===== src/rtl/stp_pkg.sv =====
package stp_pkg;
  typedef enum logic {
    DIR_UP   = 1'b0,
    DIR_DOWN = 1'b1
  } dir_e;
endpackage


===== src/rtl/stp_tick_gen.sv =====
module stp_tick_gen #(
  parameter int TICK_DIV = 20
) (
  input  logic clk,
  input  logic rst_n,
  input  logic run_i,
  output logic tick_o
);
  localparam int CW = (TICK_DIV > 2) ? $clog2(TICK_DIV) : 1;
  localparam logic [CW-1:0] LAST = CW'(TICK_DIV - 1);

  logic [CW-1:0] cnt_q;

  always_ff @(posedge clk) begin
    if (!rst_n || !run_i) begin
      cnt_q <= '0;
    end else if (cnt_q == LAST) begin
      cnt_q <= '0;
    end else begin
      cnt_q <= cnt_q + CW'(1);
    end
  end

  assign tick_o = run_i && (cnt_q == LAST);
endmodule


===== src/rtl/stp_carrier.sv =====
module stp_carrier
  import stp_pkg::*;
#(
  parameter int FRAC   = 14,
  parameter int STEP_W = FRAC + 1
) (
  input  logic                   clk,
  input  logic                   rst_n,
  input  logic                   run_i,
  input  logic                   tick_i,
  input  logic [STEP_W-1:0]      step_i,
  output logic signed [FRAC+1:0] carrier_o,
  output logic                   peak_o
);
  localparam int CAR_W = FRAC + 2;
  localparam int EW    = CAR_W + 1;
  localparam logic signed [EW-1:0] TOP_E = EW'(1 << FRAC);
  localparam logic signed [EW-1:0] BOT_E = -TOP_E;

  logic signed [CAR_W-1:0] car_q;
  dir_e                    dir_q;
  logic                    peak_q;
  logic signed [EW-1:0]    car_x, step_x, up_sum, dn_sum;

  always_comb begin
    car_x  = EW'(car_q);
    step_x = EW'(step_i);
    up_sum = car_x + step_x;
    dn_sum = car_x - step_x;
  end

  // Counter restarts at the bottom, heading up, whenever the modulator is idle.
  always_ff @(posedge clk) begin
    if (!rst_n || !run_i) begin
      car_q  <= BOT_E[CAR_W-1:0];
      dir_q  <= DIR_UP;
      peak_q <= 1'b0;
    end else begin
      peak_q <= 1'b0;
      if (tick_i) begin
        if (dir_q == DIR_UP) begin
          if (up_sum >= TOP_E) begin
            car_q  <= TOP_E[CAR_W-1:0];
            dir_q  <= DIR_DOWN;
            peak_q <= 1'b1;
          end else begin
            car_q <= up_sum[CAR_W-1:0];
          end
        end else begin
          if (dn_sum <= BOT_E) begin
            car_q <= BOT_E[CAR_W-1:0];
            dir_q <= DIR_UP;
          end else begin
            car_q <= dn_sum[CAR_W-1:0];
          end
        end
      end
    end
  end

  assign carrier_o = car_q;
  assign peak_o    = peak_q;
endmodule


===== src/rtl/stp_deadtime.sv =====
module stp_deadtime #(
  parameter int DT_W = 8
) (
  input  logic            clk,
  input  logic            rst_n,
  input  logic            en_i,
  input  logic            cmd_i,
  input  logic [DT_W-1:0] dt_i,
  output logic            gate_o
);
  logic            prev_q;
  logic [DT_W-1:0] wait_q;

  always_ff @(posedge clk) begin
    if (!rst_n || !en_i) begin
      prev_q <= 1'b0;
      wait_q <= '0;
    end else begin
      prev_q <= cmd_i;
      if (cmd_i && !prev_q) begin
        wait_q <= dt_i;
      end else if (wait_q != '0) begin
        wait_q <= wait_q - DT_W'(1);
      end
    end
  end

  // Turn-off follows the command at once; turn-on waits for the countdown.
  assign gate_o = en_i && cmd_i && prev_q && (wait_q == '0);
endmodule


===== src/rtl/stp_phase.sv =====
module stp_phase #(
  parameter int FRAC  = 14,
  parameter int REF_W = 16,
  parameter int DT_W  = 8
) (
  input  logic                   clk,
  input  logic                   rst_n,
  input  logic                   run_i,
  input  logic signed [REF_W-1:0] ref_i,
  input  logic signed [FRAC+1:0] carrier_i,
  input  logic [DT_W-1:0]        dt_i,
  output logic                   hi_o,
  output logic                   lo_o
);
  localparam int CAR_W = FRAC + 2;
  localparam int MW    = ((REF_W > CAR_W) ? REF_W : CAR_W) + 1;
  localparam logic signed [MW-1:0] TOP_M = MW'(1 << FRAC);
  localparam logic signed [MW-1:0] BOT_M = -TOP_M;

  logic signed [MW-1:0] ref_x, ref_sat, car_x;
  logic                 above;
  logic                 cmd_hi_q, cmd_lo_q;

  always_comb begin
    ref_x = MW'(ref_i);
    car_x = MW'(carrier_i);
    if (ref_x > TOP_M) begin
      ref_sat = TOP_M;
    end else if (ref_x < BOT_M) begin
      ref_sat = BOT_M;
    end else begin
      ref_sat = ref_x;
    end
    above = ref_sat > car_x;
  end

  always_ff @(posedge clk) begin
    if (!rst_n) begin
      cmd_hi_q <= 1'b0;
      cmd_lo_q <= 1'b0;
    end else begin
      cmd_hi_q <= run_i && above;
      cmd_lo_q <= run_i && !above;
    end
  end

  stp_deadtime #(.DT_W(DT_W)) u_dt_hi (
    .clk(clk), .rst_n(rst_n), .en_i(run_i), .cmd_i(cmd_hi_q), .dt_i(dt_i), .gate_o(hi_o)
  );

  stp_deadtime #(.DT_W(DT_W)) u_dt_lo (
    .clk(clk), .rst_n(rst_n), .en_i(run_i), .cmd_i(cmd_lo_q), .dt_i(dt_i), .gate_o(lo_o)
  );
endmodule


===== src/rtl/stp_spwm_gen.sv =====
module stp_spwm_gen #(
  parameter int FRAC     = 14,
  parameter int REF_W    = 16,
  parameter int STEP_W   = FRAC + 1,
  parameter int DT_W     = 8,
  parameter int TICK_DIV = 20
) (
  input  logic                    clk,
  input  logic                    rst_n,
  input  logic                    enable_i,
  input  logic                    stop_i,
  input  logic                    fault_i,
  input  logic [STEP_W-1:0]       step_i,
  input  logic [DT_W-1:0]         deadtime_i,
  input  logic signed [REF_W-1:0] ref_a_i,
  input  logic signed [REF_W-1:0] ref_b_i,
  input  logic signed [REF_W-1:0] ref_c_i,
  output logic [2:0]              gate_hi_o,
  output logic [2:0]              gate_lo_o,
  output logic                    sample_o
);
  localparam int PHASES = 3;
  localparam int CAR_W  = FRAC + 2;

  logic                    gates_ok;
  logic                    tick;
  logic signed [CAR_W-1:0] carrier;
  logic signed [REF_W-1:0] refs [PHASES];

  assign gates_ok = enable_i && !stop_i && !fault_i;
  assign refs[0]  = ref_a_i;
  assign refs[1]  = ref_b_i;
  assign refs[2]  = ref_c_i;

  stp_tick_gen #(.TICK_DIV(TICK_DIV)) u_tick (
    .clk(clk), .rst_n(rst_n), .run_i(enable_i), .tick_o(tick)
  );

  stp_carrier #(.FRAC(FRAC), .STEP_W(STEP_W)) u_car (
    .clk(clk), .rst_n(rst_n), .run_i(enable_i), .tick_i(tick),
    .step_i(step_i), .carrier_o(carrier), .peak_o(sample_o)
  );

  for (genvar p = 0; p < PHASES; p++) begin : g_phase
    stp_phase #(.FRAC(FRAC), .REF_W(REF_W), .DT_W(DT_W)) u_ph (
      .clk(clk), .rst_n(rst_n), .run_i(gates_ok), .ref_i(refs[p]),
      .carrier_i(carrier), .dt_i(deadtime_i),
      .hi_o(gate_hi_o[p]), .lo_o(gate_lo_o[p])
    );
  end
endmodule


===== config.mk =====
export PLATFORM = sky130hd
export DESIGN_NAME = stp_spwm_gen
export DESIGN_NICKNAME = d
export VERILOG_FILES = /design/src/rtl/stp_pkg.sv /design/src/rtl/stp_tick_gen.sv /design/src/rtl/stp_carrier.sv /design/src/rtl/stp_deadtime.sv /design/src/rtl/stp_phase.sv /design/src/rtl/stp_spwm_gen.sv
export SDC_FILE = /design/constraint.sdc
export NUM_CORES = 1
export LEC_CHECK = 0
export BUFFER_PORTS_ARGS = -buffer_cell sky130_fd_sc_hd__buf_2
export CAP_MARGIN = 15
export CORE_ASPECT_RATIO = 0.5
export CORE_MARGIN = 5
export CORE_UTILIZATION = 31
export DETAILED_ROUTE_END_ITERATION = 10
export PLACE_DENSITY = 0.43
export SKIP_CTS_REPAIR_TIMING = 1
export SYNTH_ARGS = -nofsm -noshare
export SYNTH_HDL_FRONTEND = slang
export SYNTH_HIERARCHICAL = 1
export SYNTH_SLANG_ARGS = --single-unit

===== constraint.sdc =====
create_clock -name clk -period 7.7 [get_ports clk]
set_clock_uncertainty 0.05 [all_clocks]
set_input_delay 0.385 -clock clk [delete_from_list [all_inputs] [get_ports clk]]
set_output_delay 0.385 -clock clk [all_outputs]
set_load 0.01 [all_outputs]

* After elaboration in Yosys (flattened, before gate mapping)
Cells that the tools add are included.
** Word-level totals
- Register bits :: 83
- Bits of input ports :: 76
- Word-level logic and storage cells :: 137
** Operators by class
- $add $sub $neg :: 9
- Order comparisons :: 11
- Equality and inequality tests :: 1
- Multiplexer cells :: 24
- Bitwise logic cells :: 1
- Reductions and logical operators :: 69
** Operator list (count)
- $mux W17 :: 6
- $mux W8 :: 12
- $gt A17 B16 Y1 :: 3
- $gt A16 B16 Y1 const B :: 3
- $logic_not A8 Y1 :: 6
- $lt A16 B15 Y1 const B :: 3
- $mux W16 :: 3
- $reduce_bool A8 Y1 :: 6
- $sub A8 B1 Y8 const B :: 6
- $logic_and A1 B1 Y1 :: 33
- $add A16 B16 Y17 :: 1
- $ge A17 B16 Y1 const B :: 1
- $le A17 B15 Y1 const B :: 1
- $sub A16 B16 Y17 :: 1
- $logic_not A1 Y1 :: 14
- $reduce_bool A2 Y1 :: 6
- $add A5 B1 Y5 const B :: 1
- $eq A5 B5 Y1 const B :: 1
- $mux W1 :: 3
- $reduce_or A3 Y1 :: 1
- $logic_or A1 B1 Y1 :: 2
- $reduce_or A2 Y1 :: 1
- $not A1 Y1 :: 1

* Longest topological paths before layout
Gate-level depths: netlist (run 1).
- Depth in word-level cells :: 6
- Mapped depth :: 13
- Mapped depth without buffers :: 12

* Modules after synthesis
The synthesis (run 1) kept the hierarchy.
** Modules (own cells, without submodules)
- stp_deadtime :: instances 6, cells an instance 63, area each 513.0 um2, seq. area each 180.2 um2
- stp_carrier :: instances 1, cells an instance 332, area each 2612.5 um2, seq. area each 360.3 um2
- stp_phase at g_phase[0].u_ph ... :: instances 2, cells an instance 88, area each 638.1 um2, seq. area each 40.0 um2
- stp_phase at g_phase[2].u_ph :: instances 1, cells an instance 89, area each 628.1 um2, seq. area each 40.0 um2
- stp_tick_gen :: instances 1, cells an instance 20, area each 211.5 um2, seq. area each 100.1 um2
- stp_spwm_gen :: instances 1, cells an instance 1, area each 12.5 um2, seq. area each 0.0 um2

* Worst setup path after synthesis (run 1)
Ideal clock, no wire load.
- Path type :: in2reg
- Start point :: input step_i[5]
- End point :: register u_car.car_q[14] (netlist: u_car/carrier_o[14])
- Library setup time :: 122 ps
- Data arrival time :: 2891 ps
- Setup slack :: 4637 ps
- Stages on the path :: 12
- Path through :: inv_1 -> ha_1 -> buf_6 -> nor3b_1 -> or3_4 -> or3b_1 -> o21ai_2 -> mux2i_1 -> o22ai_2 -> a21oi_2 -> o21ai_0 -> a311o_1
** Between the ends
- Word-level cells in the longest chain between the ends :: 4
** RTL lines
- from (decl) :: line stp_spwm_gen.sv:13 : input logic [STEP_W-1:0] step_i,
- $add A16 B16 Y17 or $sub A16 B16 Y17 (tied branches) :: line stp_carrier.sv:28, stp_carrier.sv:29
- $ge A17 B16 Y1 or $le A17 B15 Y1 (tied branches) :: line stp_carrier.sv:42, stp_carrier.sv:50
- $mux W16 (on tied branches) :: line stp_carrier.sv:42, stp_carrier.sv:50
- $mux W16 (*) :: line stp_carrier.sv:41 : if (dir_q == DIR_UP) begin
- to (signal assigned) :: line stp_carrier.sv:35 : car_q <= BOT_E[CAR_W-1:0];
- to (signal assigned) :: line stp_carrier.sv:43 : car_q <= TOP_E[CAR_W-1:0];
- to (signal assigned) :: line stp_carrier.sv:47 : car_q <= up_sum[CAR_W-1:0];
- to (decl) :: line stp_carrier.sv:20 : logic signed [CAR_W-1:0] car_q;
Mark *: on every way between the ends. The rest lies on a longest branch, timed or not.
A chain may end at the register's enable or synchronous reset.

* Final worst setup path (run 1)
- Start point :: register u_car.car_q[5] (netlist: u_car/carrier_o[5])
- End point :: register u_car.car_q[14] (netlist: u_car/carrier_o[14])
** Between the ends
- Word-level cells in the longest chain between the ends :: 4
** RTL lines (line)
- $add A16 B16 Y17 or $sub A16 B16 Y17 (tied branches) :: stp_carrier.sv:28, stp_carrier.sv:29
- $ge A17 B16 Y1 or $le A17 B15 Y1 (tied branches) :: stp_carrier.sv:42, stp_carrier.sv:50
- $mux W16 (on tied branches) :: stp_carrier.sv:42, stp_carrier.sv:50
- $mux W16 (*) :: stp_carrier.sv:41
Marked as above.

==> summary.txt, run 1 <==
Status
  • Status: finished, final reports clean

Routing
  • Remaining DRCs: 0
  • Drt pass-1 iters: 4
  • Routed vias: 7012
  • Routed WL: 22000 um
  • DRT met1 WL: 10200 um
  • Via density: 4.98
  • Top sig layer: met4
  • Final ANT Viol Nets: 0
  • Detailed Route Iter0 Violations: 308
  • WL/cell: 15.6 um
  • Met3 Routed Length: 689 um
  • Met2 routed WL: 10700 um

Worst setup path
  • Crit Path Class: reg -> reg
  • Arr. time, crit path: 3980 ps
  • Worst EP required: 7880 ps
  • Worst Setup Start Kind: register
  • Reg2reg path depth: 10
  • CP Max Fanout: 13
  • CP endpoint kind: register

Floorplan
  • # rows: 41
  • Die height: 122 um
  • Initial Utilization: 31.2%
  • IO Count: 83
  • Die area: 28700 um2
  • Core box area: 25000 um2
  • Die Width: 235 um

Final layout
  • Syn-to-layout area delta: 12.9%
  • Most common cell after layout, fill and taps aside: inv_1
  • Final-layout fill cell count: 2698
  • Nets: 1229
  • Share of cells above drive strength 1: 14.9%
  • Most frequent cells in the layout: inv_1 (105), nand2_1 (100), ha_1 (91)
  • Ant. Diodes: 0

Clock network
  • Register clock-pin slew on the reported worst setup and hold paths: 70 ps
  • Max Root-Sink Buffers: 2
  • CTS root buffer: clkbuf_16
  • H-tree depth: 3
  • Worst skew pair latency: 340 ps
  • TritonCTS clock tree: yes
  • # clock sinks: 83
  • TritonCTS Buffers: 9

Hold path
  • Hold WC Path Type: in -> reg
  • Hold Path Stages: 3

Timing
  • Final hold violations: 0
  • Worst setup slack after layout: 3890 ps
  • Setup TNS: 0 ps
  • Slew margin rel.: 46.7%
  • Slew @ Worst Pin: 799 ps
  • RSZ-0062 raised after global routing: false
  • Tcrit/Tclk final: 49.4%
  • Final setup viols: 0
  • Max Slew Vio Count: 0
  • Final min period: 3810 ps
  • Achievable Freq: 263 MHz

Synth
  • Register area share after synthesis: 21.3%
  • Unique cell type count in the Yosys netlist: 87
  • Cell count after synthesis: 996
  • Syn_nets: 1165
  • Post-synth EDFFs: 0
  • Syn avg cell area: 7.85 um2
  • Ys async rst share: 0%
  • Seq cells post-synth: 83
  • Main flop type after synthesis: dfxtp_1
  • Ys Warns: 6
  • Mapped cell area: 7820 um2

Placed design
  • Pre-CTS setup slack: 3880 ps
  • PortBufs: 82
  • Routability cong.: 0.827
  • DPL Wire Length: 17400 um

Global routing
  • Vias in the first global route: 6888
  • Global-route wire length before repair: 35500 um
  • Grt total ovfl: 0
  • Largest net degree at the start of global routing: 22
  • Initial antenna violation count: 1
  • Total track usage: 15.5%

Pwr
  • Max VDD drop: 0.0841 mV
  • PD cells: 124 nW/um2
  • Leak: 3.85 nW

Job
  • Max_cap viols: 0
-- final cells by class --
class / count / area (um2) / share of cell area [%]
Clock buffer: 11 / 243 / 2.75
Clock inverter: 5 / 85.1 / 0.964
Inverter: 105 / 394 / 4.47
Multi-Input combinational cell: 778 / 5590 / 63.4
Sequential cell: 83 / 1660 / 18.8
Tap cell: 344 / 430 / 4.88
Timing Repair Buffer: 83 / 418 / 4.74
-- power by group --
part	total [mW]	internal, mW	switching [mW]
clock	0.484	0.295	0.189
combinational	0.180	0.0753	0.104
sequential	0.433	0.431	0.00210
-- flip-flops by register name, indices dropped and copies added (netlist names) --
register                     flops
g_phase.u_ph/u_dt_hi/wait_q     24
g_phase.u_ph/u_dt_lo/wait_q     24
u_car/carrier_o                 16
u_tick/cnt_q                     5
g_phase.u_ph/cmd_hi_q            3
g_phase.u_ph/cmd_lo_q            3
g_phase.u_ph/u_dt_hi/prev_q      3
g_phase.u_ph/u_dt_lo/prev_q      3
u_car/dir_q                      1
u_car/peak_o                     1
-- per-stage QoR --
| step | hold slack (ps) | std cells | power (mW) | util, % | instance area, um2 |
|---|---|---|---|---|---|
| global placement | 385 | 1393 | 0.622 | 33.9 | 8500 |
| floorplan | 368 | 996 | 0.564 | - | 7820 |
| detailed placement | 388 | 1393 | 0.624 | 33.9 | 8500 |
| global route | 338 | 1409 | 1.15 | 35.3 | 8820 |
| finish | 326 | 1409 | 1.10 | 35.3 | 8820 |
| CTS | 326 | 1409 | 1.11 | 35.3 | 8820 |
-- worst paths after layout --
kind                                                     endpoint  slack, ps          startpoint
worst max-delay path                          u_car/carrier_o[14]       3890  u_car/carrier_o[5]
worst min-delay path            g_phase[0].u_ph/u_dt_lo/wait_q[6]        330       deadtime_i[6]
worst max register to register                u_car/carrier_o[14]       3890  u_car/carrier_o[5]
worst min register to register                    u_tick/cnt_q[0]        400     u_tick/cnt_q[0]
-- cell families after synthesis --
family / share of synthesized area [%]
mux: 0.128
xor+xnor: 4.48
buf+inv: 7.22
flops: 21.3
fa+ha+maj: 15.1
compound gates: 20.8
simple gates: 31.0
-- per-layer routing --
layer | GRT usage (%) | up-vias
li1 | - | 3624
met3 | 2.31 | 21
met2 | 27.4 | 77
met4 | 3.75 | 0
met5 | 0 | -
met1 | 20.0 | 3290
-- worst max-delay path: stages (launching register included) --
cell and delay, ps:
dfxtp_1 500, ha_1 410, nor3b_1 200, or3_4 380
or3b_1 370, o21ai_2 210, mux2i_1 280, o22ai_2 130
a21oi_2 560, o21ai_0 220, a311o_1 390
-- synth_stat cells (all sizes together) (18+ instances only) --
library cell	count	area [um2]
inv	105	394
nand2	102	388
ha	91	1140
nor2	87	327
dfxtp	83	1660
o21ai	62	344
a21oi	57	293
and2	40	251
nand3	33	255
nand3b	27	215
xor2	25	219
nor2b	20	133
buf	18	124
nor4	18	209
(Power assumes the default switching activity.)
==> run 2, diff against run 1 <==
- PLACE_DENSITY: 0.43 -> 0.45
- clock period: 7.7 -> 3.3 ns (I/O delays scaled with it)
==> summary.txt, run 2 (synthesized netlist as in run 1, its figures left out) <==
Status
  • Status: finished, final reports clean (unchanged)

Floorplan
  • Die height: 122 um (unchanged)
  • Die Width: 235 um (unchanged)
  • Die area: 28700 um2 (unchanged)
  • # rows: 41 (unchanged)
  • Core box area: 25000 um2 (unchanged)
  • IO Count: 83 (unchanged)
  • Initial Utilization: 31.2% (unchanged)

Worst setup path
  • Worst EP required: 3510 ps (was 7880 ps)
  • Worst Setup Start Kind: register (unchanged)
  • CP endpoint kind: register (unchanged)
  • CP Max Fanout: 7 (was 13)
  • Crit Path Class: reg -> reg (unchanged)
  • Arr. time, crit path: 3320 ps (was 3980 ps)

Clock network
  • Worst skew pair latency: 350 ps (was 340 ps)
  • Max Root-Sink Buffers: 2 (unchanged)
  • TritonCTS clock tree: yes (unchanged)
  • # clock sinks: 83 (unchanged)
  • TritonCTS Buffers: 9 (unchanged)
  • CTS root buffer: clkbuf_16 (unchanged)
  • Register clock-pin slew on the reported worst setup and hold paths: 70 ps (about the same)
  • H-tree depth: 3 (unchanged)

Timing
  • Worst setup slack after layout: 185 ps (was 3890 ps)
  • RSZ-0062 raised after global routing: true (was false)
  • Tcrit/Tclk final: 94.4% (was 49.4%)
  • Final min period: 3120 ps (was 3810 ps)
  • Setup TNS: 0 ps (unchanged)
  • Max Slew Vio Count: 0 (unchanged)
  • Slew margin rel.: 59.2% (was 46.7%)
  • Achievable Freq: 321 MHz (was 263 MHz)
  • Slew @ Worst Pin: 611 ps (was 799 ps)
  • Final hold violations: 0 (unchanged)
  • Hold Slack: 124 ps (was 326 ps)
  • Final setup viols: 0 (unchanged)

Final layout
  • Final-layout fill cell count: 2714 (was 2698)
  • Final core occ: 36.2% (was 35.3%)
  • Syn-to-layout area delta: 15.9% (was 12.9%)
  • Ant. Diodes: 0 (unchanged)
  • Layout Cells excl Fill: 1440 (was 1409)
  • Nets: 1260 (was 1229)
  • Share of cells above drive strength 1: 18.2% (was 14.9%)
  • Most frequent cells in the layout: inv_1 (105), nand2_1 (100), ha_1 (88) (was inv_1 (105), nand2_1 (100), ha_1 (91))
  • Design area: 9060 um2 (was 8820 um2)
  • Most common cell after layout, fill and taps aside: inv_1 (unchanged)

Global routing
  • Grt total ovfl: 0 (unchanged)
  • Initial antenna violation count: 0 (was 1)
  • Global-route wire length before repair: 36300 um (was 35500 um)
  • Total track usage: 15.8% (was 15.5%)
  • Vias in the first global route: 7237 (was 6888)
  • Largest net degree at the start of global routing: 22 (unchanged)

Routing
  • WL/cell: 15.6 um (about the same)
  • Remaining DRCs: 0 (unchanged)
  • Detailed Route Iter0 Violations: 293 (was 308)
  • Via density: 4.98 (about the same)
  • Routed WL: 22500 um (was 22000 um)
  • Routed vias: 7175 (was 7012)
  • Drt pass-1 iters: 4 (unchanged)
  • Final ANT Viol Nets: 0 (unchanged)

Pwr
  • Max VDD drop: 0.198 mV (was 0.0841 mV)
  • Leak: 4.00 nW (was 3.85 nW)
  • PD cells: 274 nW/um2 (was 124 nW/um2)
  • Total power: 2.48 mW (was 1.10 mW)

Job
  • Max_cap viols: 0 (unchanged)

Placed design
  • PortBufs: 82 (unchanged)
  • Area after DPL: 8720 um2 (was 8500 um2)
  • Placed instance count: 1423 (was 1393)
  • Pre-CTS setup slack: -10.8 ps (was 3880 ps)
  • DPL Wire Length: 17900 um (was 17400 um)
  • Routability cong.: 0.814 (was 0.827)

Hold path
  • Hold WC Path Type: in -> reg (unchanged)
run 2: cell type report:
type,count,area [um2],share of cell area (%)
sequential,83,1660,18.4
tap,344,430,4.75
inverter,105,394,4.35
multi-input combinational,778,5620,62.0
clock buffer,12,267,2.94
clock inverter,4,31.3,0.345
timing repair buffer,114,654,7.22
run 2: path summary, 6_finish.rpt:
| check | to | cells after the start | start | slack [ps] |
|---|---|---|---|---|
| max | u_car/carrier_o[1] | 11 | u_car/carrier_o[1] | 180 |
| min reg2reg | u_tick/cnt_q[0] | 1 | u_tick/cnt_q[0] | 390 |
| max reg2reg | u_car/carrier_o[1] | 11 | u_car/carrier_o[1] | 180 |
| min | u_tick/cnt_q[0] | 3 | enable_i | 120 |
run 2: power breakdown:
part           switching (mW)  internal [mW]  total [mW]
clock                   0.462          0.577        1.04
sequential            0.00472           1.01        1.01
combinational           0.248          0.186       0.434
total                   0.715           1.77        2.48
run 2: per-layer routing:
layer	track usage (%)	up-vias	share of wire (%)
li1	-	3678	-
met5	0	-	0
met4	2.99	0	0.93
met1	19.5	3405	46
met3	2.73	16	2.5
met2	29.5	76	51
run 2: worst max-delay path, cell delays in order, from the launching register on:
cell       delay (ps)
dfxtp_2           350
ha_1              290
nor2b_1           230
o2111ai_2         240
a311oi_1          390
o2111ai_1         140
a21boi_1          260
and4bb_1          270
a221oi_4          330
buf_6             180
a221oi_1           90
a211oi_1          180
